===== src/rtl/spb_pkg.sv =====
// Shared types for the sequential stream prefetch buffer.
// Assumes: nothing beyond the IEEE 1800-2017 language.
package spb_pkg;

    // Demand-side sequencing of one cache miss
    typedef enum logic [1:0] {
        DM_IDLE   = 2'd0,   // waiting for a miss
        DM_REQ    = 2'd1,   // demand request waiting for the memory channel
        DM_RSP    = 2'd2,   // demand request accepted, waiting for its data
        DM_WAITPF = 2'd3    // miss matched a prefetch in flight, waiting for it
    } dm_state_e;

endpackage


===== src/rtl/spb_park_slot.sv =====
// Holding slot for one prefetched block: tag, valid bit and data.
// Provides a combinational lookup against the address of the current miss.
// Assumes: the controller never writes and clears the slot in the same cycle.
module spb_park_slot #(
    parameter int AW = 16,
    parameter int DW = 32
) (
    input  logic          clk,
    input  logic          rst_n,
    input  logic          wr_en,
    input  logic [AW-1:0] wr_tag,
    input  logic [DW-1:0] wr_data,
    input  logic          clr,
    input  logic [AW-1:0] lk_addr,
    output logic          lk_hit,
    output logic [DW-1:0] lk_data
);

    logic          vld_q;
    logic [AW-1:0] tag_q;
    logic [DW-1:0] data_q;

    // Valid bit: emptied on any accepted miss, set when a prefetch is parked
    always_ff @(posedge clk) begin
        if (!rst_n) begin
            vld_q <= 1'b0;
        end else if (clr) begin
            vld_q <= 1'b0;
        end else if (wr_en) begin
            vld_q <= 1'b1;
        end
    end

    // Tag and data capture for a parked prefetch
    always_ff @(posedge clk) begin
        if (!rst_n) begin
            tag_q  <= '0;
            data_q <= '0;
        end else if (wr_en) begin
            tag_q  <= wr_tag;
            data_q <= wr_data;
        end
    end

    // Lookup against the miss address
    always_comb begin
        lk_hit  = vld_q && (tag_q == lk_addr);
        lk_data = data_q;
    end

    // parking and emptying never collide
    a_r8_no_write_clear_clash: assert property (@(posedge clk) disable iff (!rst_n)
        !(wr_en && clr));

    // a clear leaves nothing to hit on the following cycle
    a_r5_clear_empties: assert property (@(posedge clk) disable iff (!rst_n)
        clr |=> !lk_hit);

endmodule


===== src/rtl/spb_pf_tracker.sv =====
// Tracks the single sequential prefetch: its address, whether it is pending,
// whether its request has been accepted by memory, and whether it was abandoned.
// Assumes: a launch only happens when no prefetch is pending or one completes now.
module spb_pf_tracker #(
    parameter int AW = 16
) (
    input  logic          clk,
    input  logic          rst_n,
    input  logic          launch,
    input  logic [AW-1:0] launch_addr,
    input  logic          fire,
    input  logic          done,
    input  logic          drop,
    output logic          pend,
    output logic          issued,
    output logic          dropped,
    output logic [AW-1:0] addr
);

    // Prefetch life cycle: launch, request accepted, response (or abandoned)
    always_ff @(posedge clk) begin
        if (!rst_n) begin
            pend    <= 1'b0;
            issued  <= 1'b0;
            dropped <= 1'b0;
            addr    <= '0;
        end else begin
            if (done) begin
                pend    <= 1'b0;
                issued  <= 1'b0;
                dropped <= 1'b0;
            end
            if (fire) begin
                issued <= 1'b1;
            end
            if (drop) begin
                dropped <= 1'b1;
            end
            if (launch) begin
                pend    <= 1'b1;
                issued  <= 1'b0;
                dropped <= 1'b0;
                addr    <= launch_addr;
            end
        end
    end

    // the prefetch request is sent only once, and only while pending
    a_r9_fire_once: assert property (@(posedge clk) disable iff (!rst_n)
        fire |-> (pend && !issued));

    // a new prefetch never overwrites one still in progress
    a_r6_launch_when_free: assert property (@(posedge clk) disable iff (!rst_n)
        launch |-> (!pend || done));

    // a prefetch completes only after its request went out
    a_r9_done_after_issue: assert property (@(posedge clk) disable iff (!rst_n)
        done |-> (pend && issued));

endmodule


===== src/rtl/spb_req_arbiter.sv =====
// Selects which of the prefetch and the demand path drives the memory request.
// The prefetch wins so a stale prefetch drains before the demand request.
// Assumes: the controller never lets both ask in the same cycle.
module spb_req_arbiter #(
    parameter int AW = 16
) (
    input  logic          clk,
    input  logic          rst_n,
    input  logic          pf_want,
    input  logic [AW-1:0] pf_addr,
    input  logic          dm_want,
    input  logic [AW-1:0] dm_addr,
    input  logic          mem_req_ready,
    output logic          mem_req_valid,
    output logic [AW-1:0] mem_req_addr,
    output logic          pf_fire,
    output logic          dm_fire
);

    // Request mux with prefetch priority and per-source handshake
    always_comb begin
        mem_req_valid = pf_want || dm_want;
        mem_req_addr  = pf_want ? pf_addr : dm_addr;
        pf_fire       = pf_want && mem_req_ready;
        dm_fire       = !pf_want && dm_want && mem_req_ready;
    end

    // the prefetch and the demand path never ask at once
    a_r9_single_requester: assert property (@(posedge clk) disable iff (!rst_n)
        !(pf_want && dm_want));

endmodule


===== src/rtl/spb_ctrl.sv =====
// Miss controller: looks up the holding slot and the prefetch in flight,
// sequences the demand fetch, returns the fill and starts the next prefetch.
// Assumes: memory answers in order, once per accepted request, and only while
// a request is outstanding.
module spb_ctrl
    import spb_pkg::*;
#(
    parameter int AW = 16,
    parameter int DW = 32
) (
    input  logic          clk,
    input  logic          rst_n,
    input  logic          miss_valid,
    input  logic [AW-1:0] miss_addr,
    output logic          miss_ready,
    output logic          fill_valid,
    output logic [DW-1:0] fill_data,
    input  logic          mem_rsp_valid,
    input  logic [DW-1:0] mem_rsp_data,
    input  logic          slot_hit,
    input  logic [DW-1:0] slot_data,
    output logic          slot_wr,
    output logic          slot_clr,
    input  logic          pf_pend,
    input  logic          pf_dropped,
    input  logic [AW-1:0] pf_addr,
    output logic          pf_launch,
    output logic [AW-1:0] pf_launch_addr,
    output logic          pf_done,
    output logic          pf_drop,
    input  logic          dm_fire,
    output logic          dm_want,
    output logic [AW-1:0] dm_addr
);

    localparam logic [AW-1:0] NEXT_STEP = AW'(1);

    dm_state_e     state_q;
    logic          fill_q;
    logic [DW-1:0] fdata_q;
    logic [AW-1:0] dm_addr_q;

    logic accept;
    logic rsp_dm;
    logic rsp_pf;
    logic pf_live;
    logic pf_same;
    logic case_hit;
    logic case_arrive;
    logic case_wait;
    logic case_miss;
    logic waitpf_done;

    // Classify the current miss and the current memory response
    always_comb begin
        miss_ready  = (state_q == DM_IDLE) && !fill_q;
        accept      = miss_valid && miss_ready;
        rsp_dm      = mem_rsp_valid && (state_q == DM_RSP);
        rsp_pf      = mem_rsp_valid && (state_q != DM_RSP);
        pf_live     = pf_pend && !pf_dropped;
        pf_same     = pf_live && (pf_addr == miss_addr);
        case_hit    = accept && slot_hit;
        case_arrive = accept && !slot_hit && pf_same && rsp_pf;
        case_wait   = accept && !slot_hit && pf_same && !rsp_pf;
        case_miss   = accept && !slot_hit && !pf_same;
        waitpf_done = (state_q == DM_WAITPF) && rsp_pf;
    end

    // Slot, prefetch and demand-request controls derived from the classification
    always_comb begin
        slot_wr        = rsp_pf && pf_live && (state_q != DM_WAITPF) && !accept;
        slot_clr       = accept;
        pf_done        = rsp_pf;
        pf_drop        = case_miss && pf_pend && !rsp_pf;
        pf_launch      = case_hit || case_arrive || rsp_dm || waitpf_done;
        pf_launch_addr = (case_hit || case_arrive) ? (miss_addr + NEXT_STEP)
                                                   : (dm_addr_q + NEXT_STEP);
        dm_want        = (state_q == DM_REQ) && !pf_pend;
        dm_addr        = dm_addr_q;
        fill_valid     = fill_q;
        fill_data      = fdata_q;
    end

    // Demand sequencing and registered fill pulse
    always_ff @(posedge clk) begin
        if (!rst_n) begin
            state_q   <= DM_IDLE;
            fill_q    <= 1'b0;
            fdata_q   <= '0;
            dm_addr_q <= '0;
        end else begin
            fill_q <= 1'b0;
            case (state_q)
                DM_IDLE: begin
                    if (accept) begin
                        dm_addr_q <= miss_addr;
                        if (case_hit) begin
                            fill_q  <= 1'b1;
                            fdata_q <= slot_data;
                        end else if (case_arrive) begin
                            fill_q  <= 1'b1;
                            fdata_q <= mem_rsp_data;
                        end else if (case_wait) begin
                            state_q <= DM_WAITPF;
                        end else begin
                            state_q <= DM_REQ;
                        end
                    end
                end
                DM_REQ: begin
                    if (dm_fire) begin
                        state_q <= DM_RSP;
                    end
                end
                DM_RSP: begin
                    if (rsp_dm) begin
                        fill_q  <= 1'b1;
                        fdata_q <= mem_rsp_data;
                        state_q <= DM_IDLE;
                    end
                end
                DM_WAITPF: begin
                    if (rsp_pf) begin
                        fill_q  <= 1'b1;
                        fdata_q <= mem_rsp_data;
                        state_q <= DM_IDLE;
                    end
                end
                default: state_q <= DM_IDLE;
            endcase
        end
    end

    // a slot hit fills on the next cycle with the parked data
    a_r4_hit_fills_next: assert property (@(posedge clk) disable iff (!rst_n)
        case_hit |=> (fill_valid && (fill_data == $past(slot_data))));

    // no second miss is taken while one is being served
    a_r10_busy_after_accept: assert property (@(posedge clk) disable iff (!rst_n)
        accept |=> !miss_ready);

    // the fill is a single-cycle pulse
    a_r10_fill_pulse: assert property (@(posedge clk) disable iff (!rst_n)
        fill_valid |=> !fill_valid);

    // a prefetch response that nobody waits for is parked, not filled
    a_r3_parked_not_filled: assert property (@(posedge clk) disable iff (!rst_n)
        (rsp_pf && (state_q == DM_IDLE) && !accept) |=> !fill_valid);

    // waiting on a prefetch never issues a demand request
    a_r7_wait_no_demand: assert property (@(posedge clk) disable iff (!rst_n)
        (state_q == DM_WAITPF) |-> !dm_want);

endmodule


===== src/rtl/spb_prefetch.sv =====
// Sequential stream prefetch buffer, top level.
// On each cache miss returns the demand block and prefetches the next block
// into a holding slot outside the cache; later misses check the slot and the
// prefetch in flight before asking memory.
// Assumes: in-order memory, one response per accepted request.
module spb_prefetch #(
    parameter int AW = 16,
    parameter int DW = 32
) (
    input  logic          clk,
    input  logic          rst_n,
    input  logic          miss_valid,
    input  logic [AW-1:0] miss_addr,
    output logic          miss_ready,
    output logic          fill_valid,
    output logic [DW-1:0] fill_data,
    output logic          mem_req_valid,
    output logic [AW-1:0] mem_req_addr,
    input  logic          mem_req_ready,
    input  logic          mem_rsp_valid,
    input  logic [DW-1:0] mem_rsp_data
);

    logic          slot_hit;
    logic [DW-1:0] slot_data;
    logic          slot_wr;
    logic          slot_clr;
    logic          pf_pend;
    logic          pf_issued;
    logic          pf_dropped;
    logic [AW-1:0] pf_addr;
    logic          pf_launch;
    logic [AW-1:0] pf_launch_addr;
    logic          pf_done;
    logic          pf_drop;
    logic          pf_fire;
    logic          dm_fire;
    logic          dm_want;
    logic [AW-1:0] dm_addr;
    logic          pf_want;
    logic          outst_q;

    assign pf_want = pf_pend && !pf_issued;

    spb_park_slot #(.AW(AW), .DW(DW)) u_slot (
        .clk     (clk),
        .rst_n   (rst_n),
        .wr_en   (slot_wr),
        .wr_tag  (pf_addr),
        .wr_data (mem_rsp_data),
        .clr     (slot_clr),
        .lk_addr (miss_addr),
        .lk_hit  (slot_hit),
        .lk_data (slot_data)
    );

    spb_pf_tracker #(.AW(AW)) u_pf (
        .clk         (clk),
        .rst_n       (rst_n),
        .launch      (pf_launch),
        .launch_addr (pf_launch_addr),
        .fire        (pf_fire),
        .done        (pf_done),
        .drop        (pf_drop),
        .pend        (pf_pend),
        .issued      (pf_issued),
        .dropped     (pf_dropped),
        .addr        (pf_addr)
    );

    spb_req_arbiter #(.AW(AW)) u_arb (
        .clk           (clk),
        .rst_n         (rst_n),
        .pf_want       (pf_want),
        .pf_addr       (pf_addr),
        .dm_want       (dm_want),
        .dm_addr       (dm_addr),
        .mem_req_ready (mem_req_ready),
        .mem_req_valid (mem_req_valid),
        .mem_req_addr  (mem_req_addr),
        .pf_fire       (pf_fire),
        .dm_fire       (dm_fire)
    );

    spb_ctrl #(.AW(AW), .DW(DW)) u_ctrl (
        .clk            (clk),
        .rst_n          (rst_n),
        .miss_valid     (miss_valid),
        .miss_addr      (miss_addr),
        .miss_ready     (miss_ready),
        .fill_valid     (fill_valid),
        .fill_data      (fill_data),
        .mem_rsp_valid  (mem_rsp_valid),
        .mem_rsp_data   (mem_rsp_data),
        .slot_hit       (slot_hit),
        .slot_data      (slot_data),
        .slot_wr        (slot_wr),
        .slot_clr       (slot_clr),
        .pf_pend        (pf_pend),
        .pf_dropped     (pf_dropped),
        .pf_addr        (pf_addr),
        .pf_launch      (pf_launch),
        .pf_launch_addr (pf_launch_addr),
        .pf_done        (pf_done),
        .pf_drop        (pf_drop),
        .dm_fire        (dm_fire),
        .dm_want        (dm_want),
        .dm_addr        (dm_addr)
    );

    // Checker state: a memory request is outstanding until its response
    always_ff @(posedge clk) begin
        if (!rst_n) begin
            outst_q <= 1'b0;
        end else if (mem_req_valid && mem_req_ready) begin
            outst_q <= 1'b1;
        end else if (mem_rsp_valid) begin
            outst_q <= 1'b0;
        end
    end

    // nothing is requested while a request awaits its response
    a_r9_single_outstanding: assert property (@(posedge clk) disable iff (!rst_n)
        outst_q |-> !mem_req_valid);

    // a stalled request holds valid and address
    a_r11_req_stable: assert property (@(posedge clk) disable iff (!rst_n)
        (mem_req_valid && !mem_req_ready) |=> (mem_req_valid && $stable(mem_req_addr)));

    // outputs are quiet in the first cycle out of reset
    a_r1_reset_quiet: assert property (@(posedge clk)
        !rst_n |=> (!fill_valid && !mem_req_valid && miss_ready));

endmodule


===== config.mk =====
export PLATFORM = sky130hd
export DESIGN_NAME = spb_prefetch
export DESIGN_NICKNAME = d
export VERILOG_FILES = /design/src/rtl/spb_pkg.sv /design/src/rtl/spb_park_slot.sv /design/src/rtl/spb_pf_tracker.sv /design/src/rtl/spb_req_arbiter.sv /design/src/rtl/spb_ctrl.sv /design/src/rtl/spb_prefetch.sv
export SDC_FILE = /design/constraint.sdc
export NUM_CORES = 1
export LEC_CHECK = 0
export CORE_ASPECT_RATIO = 2
export CORE_MARGIN = 2
export CORE_UTILIZATION = 50
export CTS_CLUSTER_SIZE = 40
export DETAILED_ROUTE_END_ITERATION = 12
export GPL_TIMING_DRIVEN = 0
export MAX_ROUTING_LAYER = met4
export PLACE_DENSITY = 0.76
export SLEW_MARGIN = 20
export SYNTH_ARGS = -nofsm -noshare
export SYNTH_HDL_FRONTEND = slang
export SYNTH_HIERARCHICAL = 1
export SYNTH_SLANG_ARGS = --single-unit

===== constraint.sdc =====
create_clock -name clk -period 8.9 [get_ports clk]
set_clock_uncertainty 0.15 [all_clocks]
set_input_delay 1.78 -clock clk [delete_from_list [all_inputs] [get_ports clk]]
set_output_delay 1.78 -clock clk [all_outputs]
set_load 0.01 [all_outputs]

Word-level counts from Yosys, hierarchy flattened:

Index checks and enable logic that the tools add are counted.

* register bits: 119
* input bits: 53
* output and inout bits: 51

* $add $sub $neg: 2
* equality and inequality tests: 14
* mux-type cells: 26
* bitwise gates (word level): 1
* reductions and logical operators: 47

Operators by type and width (number)
* $mux W32: 5
* $pmux W32 S3: 1
* $add A16 B1 Y16 const B: 2
* $eq A16 B16 Y1: 2
* $mux W16: 2
* $logic_and A1 B1 Y1: 24
* $mux W2: 7
* $ne A2 B2 Y1 const B: 5
* $logic_not A1 Y1: 9
* $mux W1: 9
* $pmux W2 S4: 1
* $ne A2 B1 Y1 const B: 3
* $reduce_and A6 Y1: 1
* $reduce_bool A2 Y1: 3
* $reduce_and A5 Y1: 1
* $eq A2 B2 Y1 const B: 2
* $logic_or A1 B1 Y1: 4
* $reduce_or A2 Y1: 2
* $ne A3 B1 Y1 const B: 1
* $pmux W1 S3: 1
* $reduce_bool A3 Y1: 1
* $eq A2 B1 Y1 const B: 1
* $logic_not A2 Y1: 1
* $reduce_and A2 Y1: 1
* $not A1 Y1: 1

Logic depth before layout (Yosys ltp):

Gate-level depths: netlist of run 1.

* depth in word-level cells: 11
* mapped depth: 19
* depth with buffers taken out: 16

By module:

Netlist of run 1, hierarchy kept.

By module, submodules not included
* spb_ctrl: times used 1, cells an instance 397, area each 3155.5 sq um, sequential area each 1021.0 sq um
* spb_park_slot: times used 1, cells an instance 180, area each 2011.9 sq um, sequential area each 980.9 sq um
* spb_pf_tracker: times used 1, cells an instance 63, area each 742.0 sq um, sequential area each 380.4 sq um
* spb_req_arbiter: times used 1, cells an instance 21, area each 261.5 sq um, sequential area each 0.0 sq um
* spb_prefetch: times used 1, cells an instance 1, area each 13.8 sq um, sequential area each 0.0 sq um

Worst setup path before layout of run 1:

OpenSTA, ideal clock, no wires.

* path kind: input port to flip-flop
* start: in miss_addr[11]
* end: reg u_pf.addr[10]
* arrival: 4.978 ns
* setup slack: 3.707 ns
* stages on the path: 18
* path through: xor2_1 -> nor4_1 -> nand4_1 -> nor4_2 -> buf_1 -> nand2_1 -> o21ai_4 -> buf_6 -> buf_4 -> mux2_2 -> ha_1 -> nand3_1 -> mux2i_2 -> nand4_1 -> xor2_1 -> mux2i_1 -> mux2i_1 -> nor2b_1

RTL lines
* start: declaration: line spb_prefetch.sv:13 `input logic [AW-1:0] miss_addr,`
* $eq A16 B16 Y1 (*): line spb_park_slot.sv:47 `lk_hit = vld_q && (tag_q == lk_addr);`
* $logic_and A1 B1 Y1 (*): line spb_park_slot.sv:47
* via slot_hit: line spb_prefetch.sv:24 `logic slot_hit;`
* $logic_not A1 Y1: line spb_ctrl.sv:63 `case_arrive = accept && !slot_hit && pf_same && rsp_pf;`
* $logic_and A1 B1 Y1 (3 in a row): line spb_ctrl.sv:63
* $logic_or A1 B1 Y1 (*): line spb_ctrl.sv:76 `pf_launch_addr = (case_hit || case_arrive) ? (miss_addr + NEXT_STEP)`
* $mux W16 (*): line spb_ctrl.sv:76
* via pf_launch_addr[10]: line spb_prefetch.sv:33 `logic [AW-1:0] pf_launch_addr;`
* end signal: assignment: line spb_pf_tracker.sv:43 `addr <= launch_addr;`
* end: declaration: line spb_pf_tracker.sv:17 `output logic [AW-1:0] addr`

Mark *: on every way through the listed nets, which the timed path passes. The rest lies on a longest branch.
A chain may end at the register's enable or synchronous reset.

Worst setup path after layout of run 1:

Same ends and word-level chain as after synthesis.

==> reports/metrics.cfg, run 1 <==
[run_status]
status=finished, final reports clean

[clock_network]
cts_setup_buffers=0
clock_sinks=119
cts_root_buf=clkbuf_16
clk_pin_slew_ns=0.06
cts_buffers=17
cts_buffer_depth=2
clkLatencyLatePin_ns=0.42
postCtsHoldBufs=0
cts_resized=0
cts_tree=yes
ctsHtreeMaxLevel=4

[yosys]
yosysMostFrequentCell=dfxtp_1
yosys_warnings=6
synth_compound_area_share_pct=9.18
avgSynthCellArea_um2=9.34
synth.yosys.seq_area_share_pct=38.5
yosys.area_share.simple_pct=24.0
yosys.area.top_type=dfxtp_1
synth_cell_type_count=54
synth_mux_area_share_pct=16.3
async_flop_share_pct=0
synth-seq-cells=119
synth_common_cells=dfxtp_1, nand2_1, mux2i_1, nand3_1, nor2b_1
synth_flop_cell=dfxtp_1
netlist_instances=662
synth_xor_area_share_pct=7.08
synth_area_um2=6180
synth.top_cell.area_share_pct=38.5
netlist_top_cells_area=dfxtp_1, mux2i_1, nor2b_1
synthAdderAreaFrac_pct=0.202
synth_edf_count=0
synth_fp_nets=716
synth_top_family_by_area=simple AND/OR/NAND/NOR gates

[power_and_ir_drop]
combPwrFrac_pct=11.5
peakVddDrop_mv=0.149
p_sw_share_pct=25.3
power.switching_mw=0.355
p_int_mw=1.05
p_leak_nw=3.16
p_clk_share_pct=48.6
power_density_nw_per_um2=176
share_seq_of_total_power_pct=39.8

[cells_and_area]
fillers=1000
drive_gt1_share_pct=10.9
final_nets=838
diodes=0
multi_input_area_um2=3510
synthToLayoutAreaGrowth_pct=29.2
register_area_um2=2380

[placement]
numPortBuffers=103
hpwl_um=13100
gp_congestion=0.912

[global_routing]
grt_max_degree=20
grt_pass1_vias=5549
globalRouteOverflowTotal=0
antenna_found_initial=0
grt_pass1_wl_um=27600
track_usage_pct=28.3

[setup_path]
worstSetupStartpointType=primary input
reg2reg_from=u_slot/tag_q[11]$_SDFFE_PN0P_
crit_path_end_kind=flop
crit_fanout=10
reg2reg_setup_slack_ns=4.12
worst-setup-path-type=in2reg
crit_required_ns=9.10
worstPathArrival_ns=6.64
worstRegToRegCells=18
rr_endpoint=u_pf/addr[10]$_SDFFE_PN0P_

[worst_hold_path]
min_to=u_ctrl/fill_data[7]$_SDFFE_PN0P_
hold_depth=1
hold_path_class=reg2reg
hold_start=u_ctrl/fill_data[7]$_SDFFE_PN0P_

[die]
die_y_um=161
die_area_um2=13300
die_w_um=82.6
num_rows=57
core-area_um2=12100
ios=104
start_util_pct=51.0

[routing]
finalWirelength_um=17800
drtIter0Drc=278
via_per_inst=5.69
drt_first_pass_iters=5
ant_nets=0
drc=0
routed-via-count=5369
wl_per_cell_um=18.9

[timing]
hold_viol=0
fin_setup_tns_ns=0
fmax_mhz=155
min_period_ns=6.44
relSlewSlack_pct=34.9
rsz0062_at_grt=false
finalSetupViolCount=0
fin_hold_ws_ns=0.352
drv_slew=0
worst_slew_pin_slew_ns=0.967
period_share_pct=72.4

[flow_run]
timing.max_cap.violations=0

[cells in the final DEF (no fill, tap or decap), drive strengths merged, types with 3 or more instances in the layout]
cell | netlist | routed
clkinv | 0 | 7
nor2 | 15 | 15
o21a | 3 | 3
xor2 | 29 | 29
nand2 | 85 | 85
nand3 | 73 | 73
nand2b | 3 | 3
o21ai | 5 | 5
o211a | 32 | 32
mux2i | 75 | 75
nor4 | 5 | 5
a21oi | 5 | 5
clkbuf | 25 | 43
a21boi | 17 | 17
buf | 20 | 20
nand4 | 9 | 9
and3 | 3 | 3
xnor2 | 21 | 21
dfxtp | 119 | 119
nor2b | 68 | 68
clkdlybuf4s50 | 0 | 103
mux2 | 20 | 20
clkinvlp | 0 | 4
nor3 | 8 | 8
inv | 7 | 8
[cells by family (layout without fill, tap and decap cells)]
kind of cell             after synthesis  after routing
XOR/XNOR                              50             50
multiplexers                          95             95
AND/OR/NAND/NOR                      279            279
adder cells (fa/ha/maj)                1              1
flip-flops                           119            119
AO/OA/AOI/OAI                         66             66
buffers and inverters                 52            187
[how the worst max path moves through the flow]
| stage | end | slack (ns) | cells past startpoint | startpoint |
|---|---|---|---|---|
| after floorplan | u_pf/addr[10]$_SDFFE_PN0P_ | 3.71 | 18 | miss_addr[11] |
| after global placement | u_pf/addr[10]$_SDFFE_PN0P_ | 2.19 | 19 | miss_addr[11] |
| after detailed placement | u_pf/addr[10]$_SDFFE_PN0P_ | 2.14 | 19 | miss_addr[11] |
| after CTS | u_pf/addr[10]$_SDFFE_PN0P_ | 2.56 | 19 | miss_addr[11] |
| after global routing | u_pf/addr[10]$_SDFFE_PN0P_ | 2.15 | 19 | miss_addr[11] |
| final | u_pf/addr[10]$_SDFFE_PN0P_ | 2.46 | 19 | miss_addr[11] |
[metal layers]
layer | track usage (%) | part of all wire [%]
met2 | 50.0 | 54
met3 | 5.08 | 4.2
met4 | 17.7 | 6.0
met5 | - | 0
met1 | 27.0 | 36
[final cells by class]
class	instances	area share [%]
flip-flops and latches	119	29.8
well taps	147	2.30
clock buffers	18	5.50
repair buffers	103	12.9
plain buffers	45	3.29
inverters	7	0.329
clock inverters	14	1.91
multi-input cells	491	44.0
[critical path, cell delays in order]
cell and delay, ns:
clkdlybuf4s50_1 0.63, xor2_1 0.17, nor4_1 0.29, nand4_1 0.15, nor4_2 0.23, buf_1 0.48, nand2_1 0.39, o21ai_4 0.20
buf_6 0.19, buf_4 0.23, mux2_2 0.20, ha_1 0.28, nand3_1 0.12, mux2i_2 0.51, nand4_1 0.20, xor2_1 0.19
mux2i_1 0.18, mux2i_1 0.11, nor2b_1 0.11
[per-stage QoR]
stage	instance area (µm²)	instances	utilization [%]	setup slack (ns)	power, mW
after floorplan	6180	662	-	3.71	0.649
after global placement	7400	912	61.0	2.19	0.728
after CTS	7990	944	65.9	2.56	1.41
final	7990	944	65.9	2.46	1.40
after detailed placement	7400	912	61.0	2.14	0.731
after global routing	7990	944	65.9	2.15	1.44
[state kept, by name, indices dropped and copies added, names as in the netlist]
signal and cells:
u_ctrl/fill_data 32, u_slot/lk_data 32, u_ctrl/dm_addr 16, u_pf/addr 16
u_slot/tag_q 16, u_ctrl/state_q 2, u_ctrl/fill_valid 1, u_pf/dropped 1
u_pf/issued 1, u_pf/pend 1, u_slot/vld_q 1
[power by group through the flow]
stage	Combinational (mW)	Sequential, mW	Clock, mW
finish	0.162	0.559	0.683
global route	0.173	0.561	0.710
CTS	0.162	0.559	0.691
detailed placement	0.160	0.570	0
global placement	0.158	0.570	0
floorplan	0.0798	0.569	0
Power figures use the tool's default switching activity.
==> run 2, diff against run 1 <==
--- a/config.mk
+++ b/config.mk
@@ -7,7 +7,7 @@
 export LEC_CHECK = 0
 export CORE_ASPECT_RATIO = 2
 export CORE_MARGIN = 2
-export CORE_UTILIZATION = 50
+export CORE_UTILIZATION = 48
 export CTS_CLUSTER_SIZE = 40
 export DETAILED_ROUTE_END_ITERATION = 12
 export GPL_TIMING_DRIVEN = 0
==> constraint.sdc (replaced) <==
create_clock -name clk -period 5.4 [get_ports clk]
set_clock_uncertainty 0.15 [all_clocks]
set_input_delay 1.08 -clock clk [delete_from_list [all_inputs] [get_ports clk]]
set_output_delay 1.08 -clock clk [all_outputs]
set_load 0.01 [all_outputs]
==> run 2 against run 1 <==
Effect of this change: final cell count rose by 0.32%; total power rose by 59%; critical path depth did not move; clock power rose by 52%; via count fell by 0.58%; global-route usage fell by 1.3 points; largest power group unchanged; utilization fell by 2.5 points.
==> reports/metrics.cfg, run 2 (synthesized netlist as in run 1, its figures left out) <==
[setup_path]
reg2reg_from=u_slot/tag_q[0]$_SDFFE_PN0P_
worstPathArrival_ns=5.33
critPathLaunch=miss_addr[11]
rr_endpoint=u_pf/addr[10]$_SDFFE_PN0P_
crit_required_ns=5.60
worst-setup-path-type=in2reg
crit_path_max_incr_delay_ns=0.56
crit_end=u_pf/addr[10]$_SDFFE_PN0P_
worstRegToRegCells=18
crit_fanout=10
crit_path_end_kind=flop
worstPathCellList=clkdlybuf4s50_1, xor2_1, nor4_1, nand4_1, nor4_2, clkbuf_4, nand2_2, o21ai_4, buf_6, buf_4, mux2_2, ha_1, nand3_1, mux2i_4, nand4_1, xor2_1, mux2i_1, mux2i_1, nor2b_1
reg2reg_setup_slack_ns=1.23
cp_slowest_cell=clkdlybuf4s50_1
worstSetupStartpointType=primary input

[global_routing]
grt_pass1_wl_um=28300
track_usage_pct=27.0
globalRouteOverflowTotal=0
antenna_found_initial=0
grt_pass1_vias=5674
grt_max_degree=20

[power_and_ir_drop]
power_density_nw_per_um2=280
p_leak_nw=3.15
peakVddDrop_mv=0.243

[die]
start_util_pct=49.3
die_area_um2=13900
num_rows=58
die_y_um=165
die_w_um=84.3
core-area_um2=12600
ios=104

[placement]
dp_cells=915
numPortBuffers=103
gp_congestion=0.938
hpwl_um=13500
place_ws_ns=-0.689

[timing]
finalSetupViolCount=0
hold_viol=0
relSlewSlack_pct=37.5
worst_slew_pin_slew_ns=0.934
period_share_pct=95.0
fmax_mhz=195
rsz0062_at_grt=false
drv_slew=0
fin_ws_ns=0.267
min_period_ns=5.13

[cells_and_area]
final_common_cell=dfxtp_1
final_nets=838
synthToLayoutAreaGrowth_pct=28.7
mostFrequentLayoutCells=dfxtp_1, clkdlybuf4s50_1, nand2_1
drive_gt1_share_pct=10.8
diodes=0
final_cells=947

[routing]
wl_met2_um=9960
drc=0
wl_met1_um=6410
via_per_inst=5.64
wl_met3_um=820
wl_per_cell_um=19.2
routed-via-count=5338
drt_first_pass_iters=6
finalWirelength_um=18200
ant_nets=0
drtIter0Drc=226
top_layer_used=met4

[clock_network]
cts_buffer_depth=2
cts_setup_buffers=0
clock_sinks=119
postCtsHoldBufs=0
clk_pin_slew_ns=0.06
ctsHtreeMaxLevel=4
cts_buffers=17
cts_tree=yes
clkLatencyLatePin_ns=0.41
cts_root_buf=clkbuf_16

[flow_run]
timing.max_cap.violations=0

[worst_hold_path]
hold_path_class=reg2reg

[run_status]
status=finished, final reports clean

## run 2: layout make-up
cell class                 instances  area [µm²]
clock buffer                      20         437
clock inverter                    12         106
multi-input combinational        491        3520
tap                              150         188
inverter                           7        26.3
timing repair buffer             103        1030
buffer                            45         267
fill                            1098        4590
sequential                       119        2380
## run 2: worst min path at each step
stage                                                  to  depth (start not counted)                       startpoint
after floorplan           u_ctrl/dm_addr[14]$_SDFFE_PN0P_                          2  u_ctrl/dm_addr[14]$_SDFFE_PN0P_
after global placement    u_ctrl/dm_addr[14]$_SDFFE_PN0P_                          2  u_ctrl/dm_addr[14]$_SDFFE_PN0P_
after global routing            u_pf/dropped$_SDFFE_PP0P_                          2        u_pf/dropped$_SDFFE_PP0P_
after CTS                       u_pf/dropped$_SDFFE_PP0P_                          2        u_pf/dropped$_SDFFE_PP0P_
after detailed placement        u_pf/dropped$_SDFFE_PP0P_                          2        u_pf/dropped$_SDFFE_PP0P_
final                           u_pf/dropped$_SDFFE_PP0P_                          2        u_pf/dropped$_SDFFE_PP0P_
## run 2: layer usage
| metal | vias up | global-route usage, % |
|---|---|---|
| met5 | - | - |
| met4 | 0 | 18.1 |
| met3 | 63 | 5.00 |
| met2 | 193 | 50.5 |
| met1 | 2550 | 24.2 |
| li1 | 2532 | - |
## run 2: worst max-delay path: cells and delay by family
kind,cells,cell delay [ns]
AOI/OAI and AO/OA,1,0.15
and+or+nand+nor,7,1.36
buffers and inverters,4,1.26
adders and majority gates,1,0.28
xor gates and xnor gates,2,0.39
muxes,4,0.78
## run 2: stage by stage
stage	total power, mW	instance area, µm²	hold slack (ns)	util (%)	TNS [ns]
2_1_floorplan	1.07	6180	0.302	-	0
3_3_place_gp	1.20	7400	0.317	59.0	-2.51
6_report	2.23	7960	0.338	63.4	0
5_1_grt	2.30	7960	0.365	63.4	0
3_5_place_dp	1.21	7400	0.329	59.0	-2.67
4_1_cts	2.25	7950	0.338	63.3	0
## run 2: what timing repair did
action                     4_1_cts  5_1_grt
gates cloned                     0        0
gates resized for setup          1        3
setup endpoints to repair        4        4
## run 2: where the power goes
part | internal (mW) | switching [mW] | total [mW]
Clock | 0.629 | 0.410 | 1.04
Combinational | 0.136 | 0.135 | 0.271
Sequential | 0.900 | 0.0209 | 0.921
Total | 1.67 | 0.565 | 2.23
==> run 3, diff against run 2 <==
--- a/config.mk
+++ b/config.mk
@@ -11,7 +11,6 @@
 export CTS_CLUSTER_SIZE = 40
 export DETAILED_ROUTE_END_ITERATION = 12
 export GPL_TIMING_DRIVEN = 0
-export MAX_ROUTING_LAYER = met4
 export PLACE_DENSITY = 0.76
 export SLEW_MARGIN = 20
 export SYNTH_ARGS = -nofsm -noshare
==> run 3 against run 2 <==
Effect of this change: sequential share of layout area fell by 0.14 points; critical path depth did not move; flip-flop and latch count did not move; die area did not move; utilization rose by 0.30 points; total power rose by 1.9%; routed wire length fell by 3.7%; register-to-register slack barely moved; sequential power barely moved; combinational power barely moved; final cell count did not move; critical endpoint is now u_pf/addr[12]$_SDFFE_PN0P_.
==> reports/metrics.cfg, run 3 (synthesized netlist as in run 1, its figures left out) <==
[run_status]
status=finished, final reports clean

[die]
start_util_pct=49.3
die_w_um=84.3
die_area_um2=13900
die_y_um=165
ios=104
core-area_um2=12600
num_rows=58

[clock_network]
cts_setup_buffers=0
cts_tree=yes
clock_sinks=119
ctsHtreeMaxLevel=4
clk_pin_slew_ns=0.05
cts_buffer_depth=2
cts_root_buf=clkbuf_16
clkLatencyLatePin_ns=0.41
cts_resized=2
postCtsHoldBufs=0
cts_buffers=17

[power_and_ir_drop]
p_leak_nw=3.17
peakVddDrop_mv=0.247
total_power_mw=2.27
power_density_nw_per_um2=284

[routing]
drt_first_pass_iters=4
routed-via-count=5280
wl_per_cell_um=18.5
via_per_inst=5.58
finalWirelength_um=17500
ant_nets=0
drtIter0Drc=192
drc=0

[timing]
drv_slew=0
fin_setup_tns_ns=0
worst_slew_pin_slew_ns=0.915
min_period_ns=5.15
fmax_mhz=194
finalSetupViolCount=0
rsz0062_at_grt=false
fin_hold_ws_ns=0.340
period_share_pct=95.4
relSlewSlack_pct=38.8
fin_ws_ns=0.249
hold_viol=0

[placement]
gp_congestion=0.948
place_ws_ns=-0.677
numPortBuffers=103
dp_cells=915
placed_area_um2=7400
hpwl_um=13200

[worst_hold_path]
hold_path_class=reg2reg

[setup_path]
crit_fanout=10
worstPathArrival_ns=5.34
crit_required_ns=5.59
worstSetupStartpointType=primary input
crit_path_end_kind=flop
worst-setup-path-type=in2reg

[global_routing]
grt_pass1_wl_um=28100
grt_pass1_vias=5616
grt_max_degree=20
antenna_found_initial=0
globalRouteOverflowTotal=0
track_usage_pct=25.8

[flow_run]
timing.max_cap.violations=0

[cells_and_area]
diodes=0
final_area_um2=8000
drive_gt1_share_pct=11.3
final_cells=947
final_nets=838
mostFrequentLayoutCells=dfxtp_1, clkdlybuf4s50_1, nand2_1
final_util_pct=63.7
final_common_cell=dfxtp_1
synthToLayoutAreaGrowth_pct=29.3

==> run 3: cell count changes in the layout (fill, tap and decap cells not counted) <==
cell and delta:
clkbuf_8 +2, nor4_2 +1, clkinvlp_4 -2, nor4_1 -1, clkinv_2 -1, clkbuf_1 -3, inv_6 +4
==> run 3: layer usage <==
metal	track usage [%]	vias up	routed length, µm
li1	-	2532	-
met1	24.7	2543	6210
met2	50.2	168	9810
met3	5.50	37	848
met4	13.3	0	674
met5	0	-	0
==> run 3: power breakdown <==
part           internal (mW)  switching [mW]
registers              0.900          0.0206
logic                  0.136           0.133
clock network          0.662           0.422
total                   1.70           0.576
==> run 3: worst max-delay path, cell delays in order <==
cell	delay [ns]
clkdlybuf4s50_1	0.58
xor2_1	0.23
nor4_2	0.31
nand4_1	0.14
nor4_2	0.29
clkbuf_4	0.29
nand2_2	0.16
o21ai_4	0.14
buf_6	0.20
buf_4	0.23
mux2_2	0.20
ha_1	0.29
nand3_1	0.17
mux2i_4	0.34
nand2_1	0.14
xor2_1	0.16
mux2i_1	0.18
mux2i_1	0.10
nor2b_1	0.10
==> run 3: final cells by class <==
type                       count  area, µm²
fill                        1047       4560
multi-input combinational    491       3530
sequential                   119       2380
timing repair buffer         103       1030
clock buffer                  19        453
buffer                        45        267
tap                          150        188
clock inverter                13        121
inverter                       7       26.3
==> run 3: path summary, 6_finish.rpt <==
kind	start	to	slack, ns	cells past startpoint
max reg2reg	u_slot/tag_q[0]$_SDFFE_PN0P_	u_pf/addr[12]$_SDFFE_PN0P_	1.22	18
min	u_ctrl/dm_addr[14]$_SDFFE_PN0P_	u_ctrl/dm_addr[14]$_SDFFE_PN0P_	0.34	2
min reg2reg	u_ctrl/dm_addr[14]$_SDFFE_PN0P_	u_ctrl/dm_addr[14]$_SDFFE_PN0P_	0.34	2
max	miss_addr[11]	u_pf/addr[12]$_SDFFE_PN0P_	0.25	19
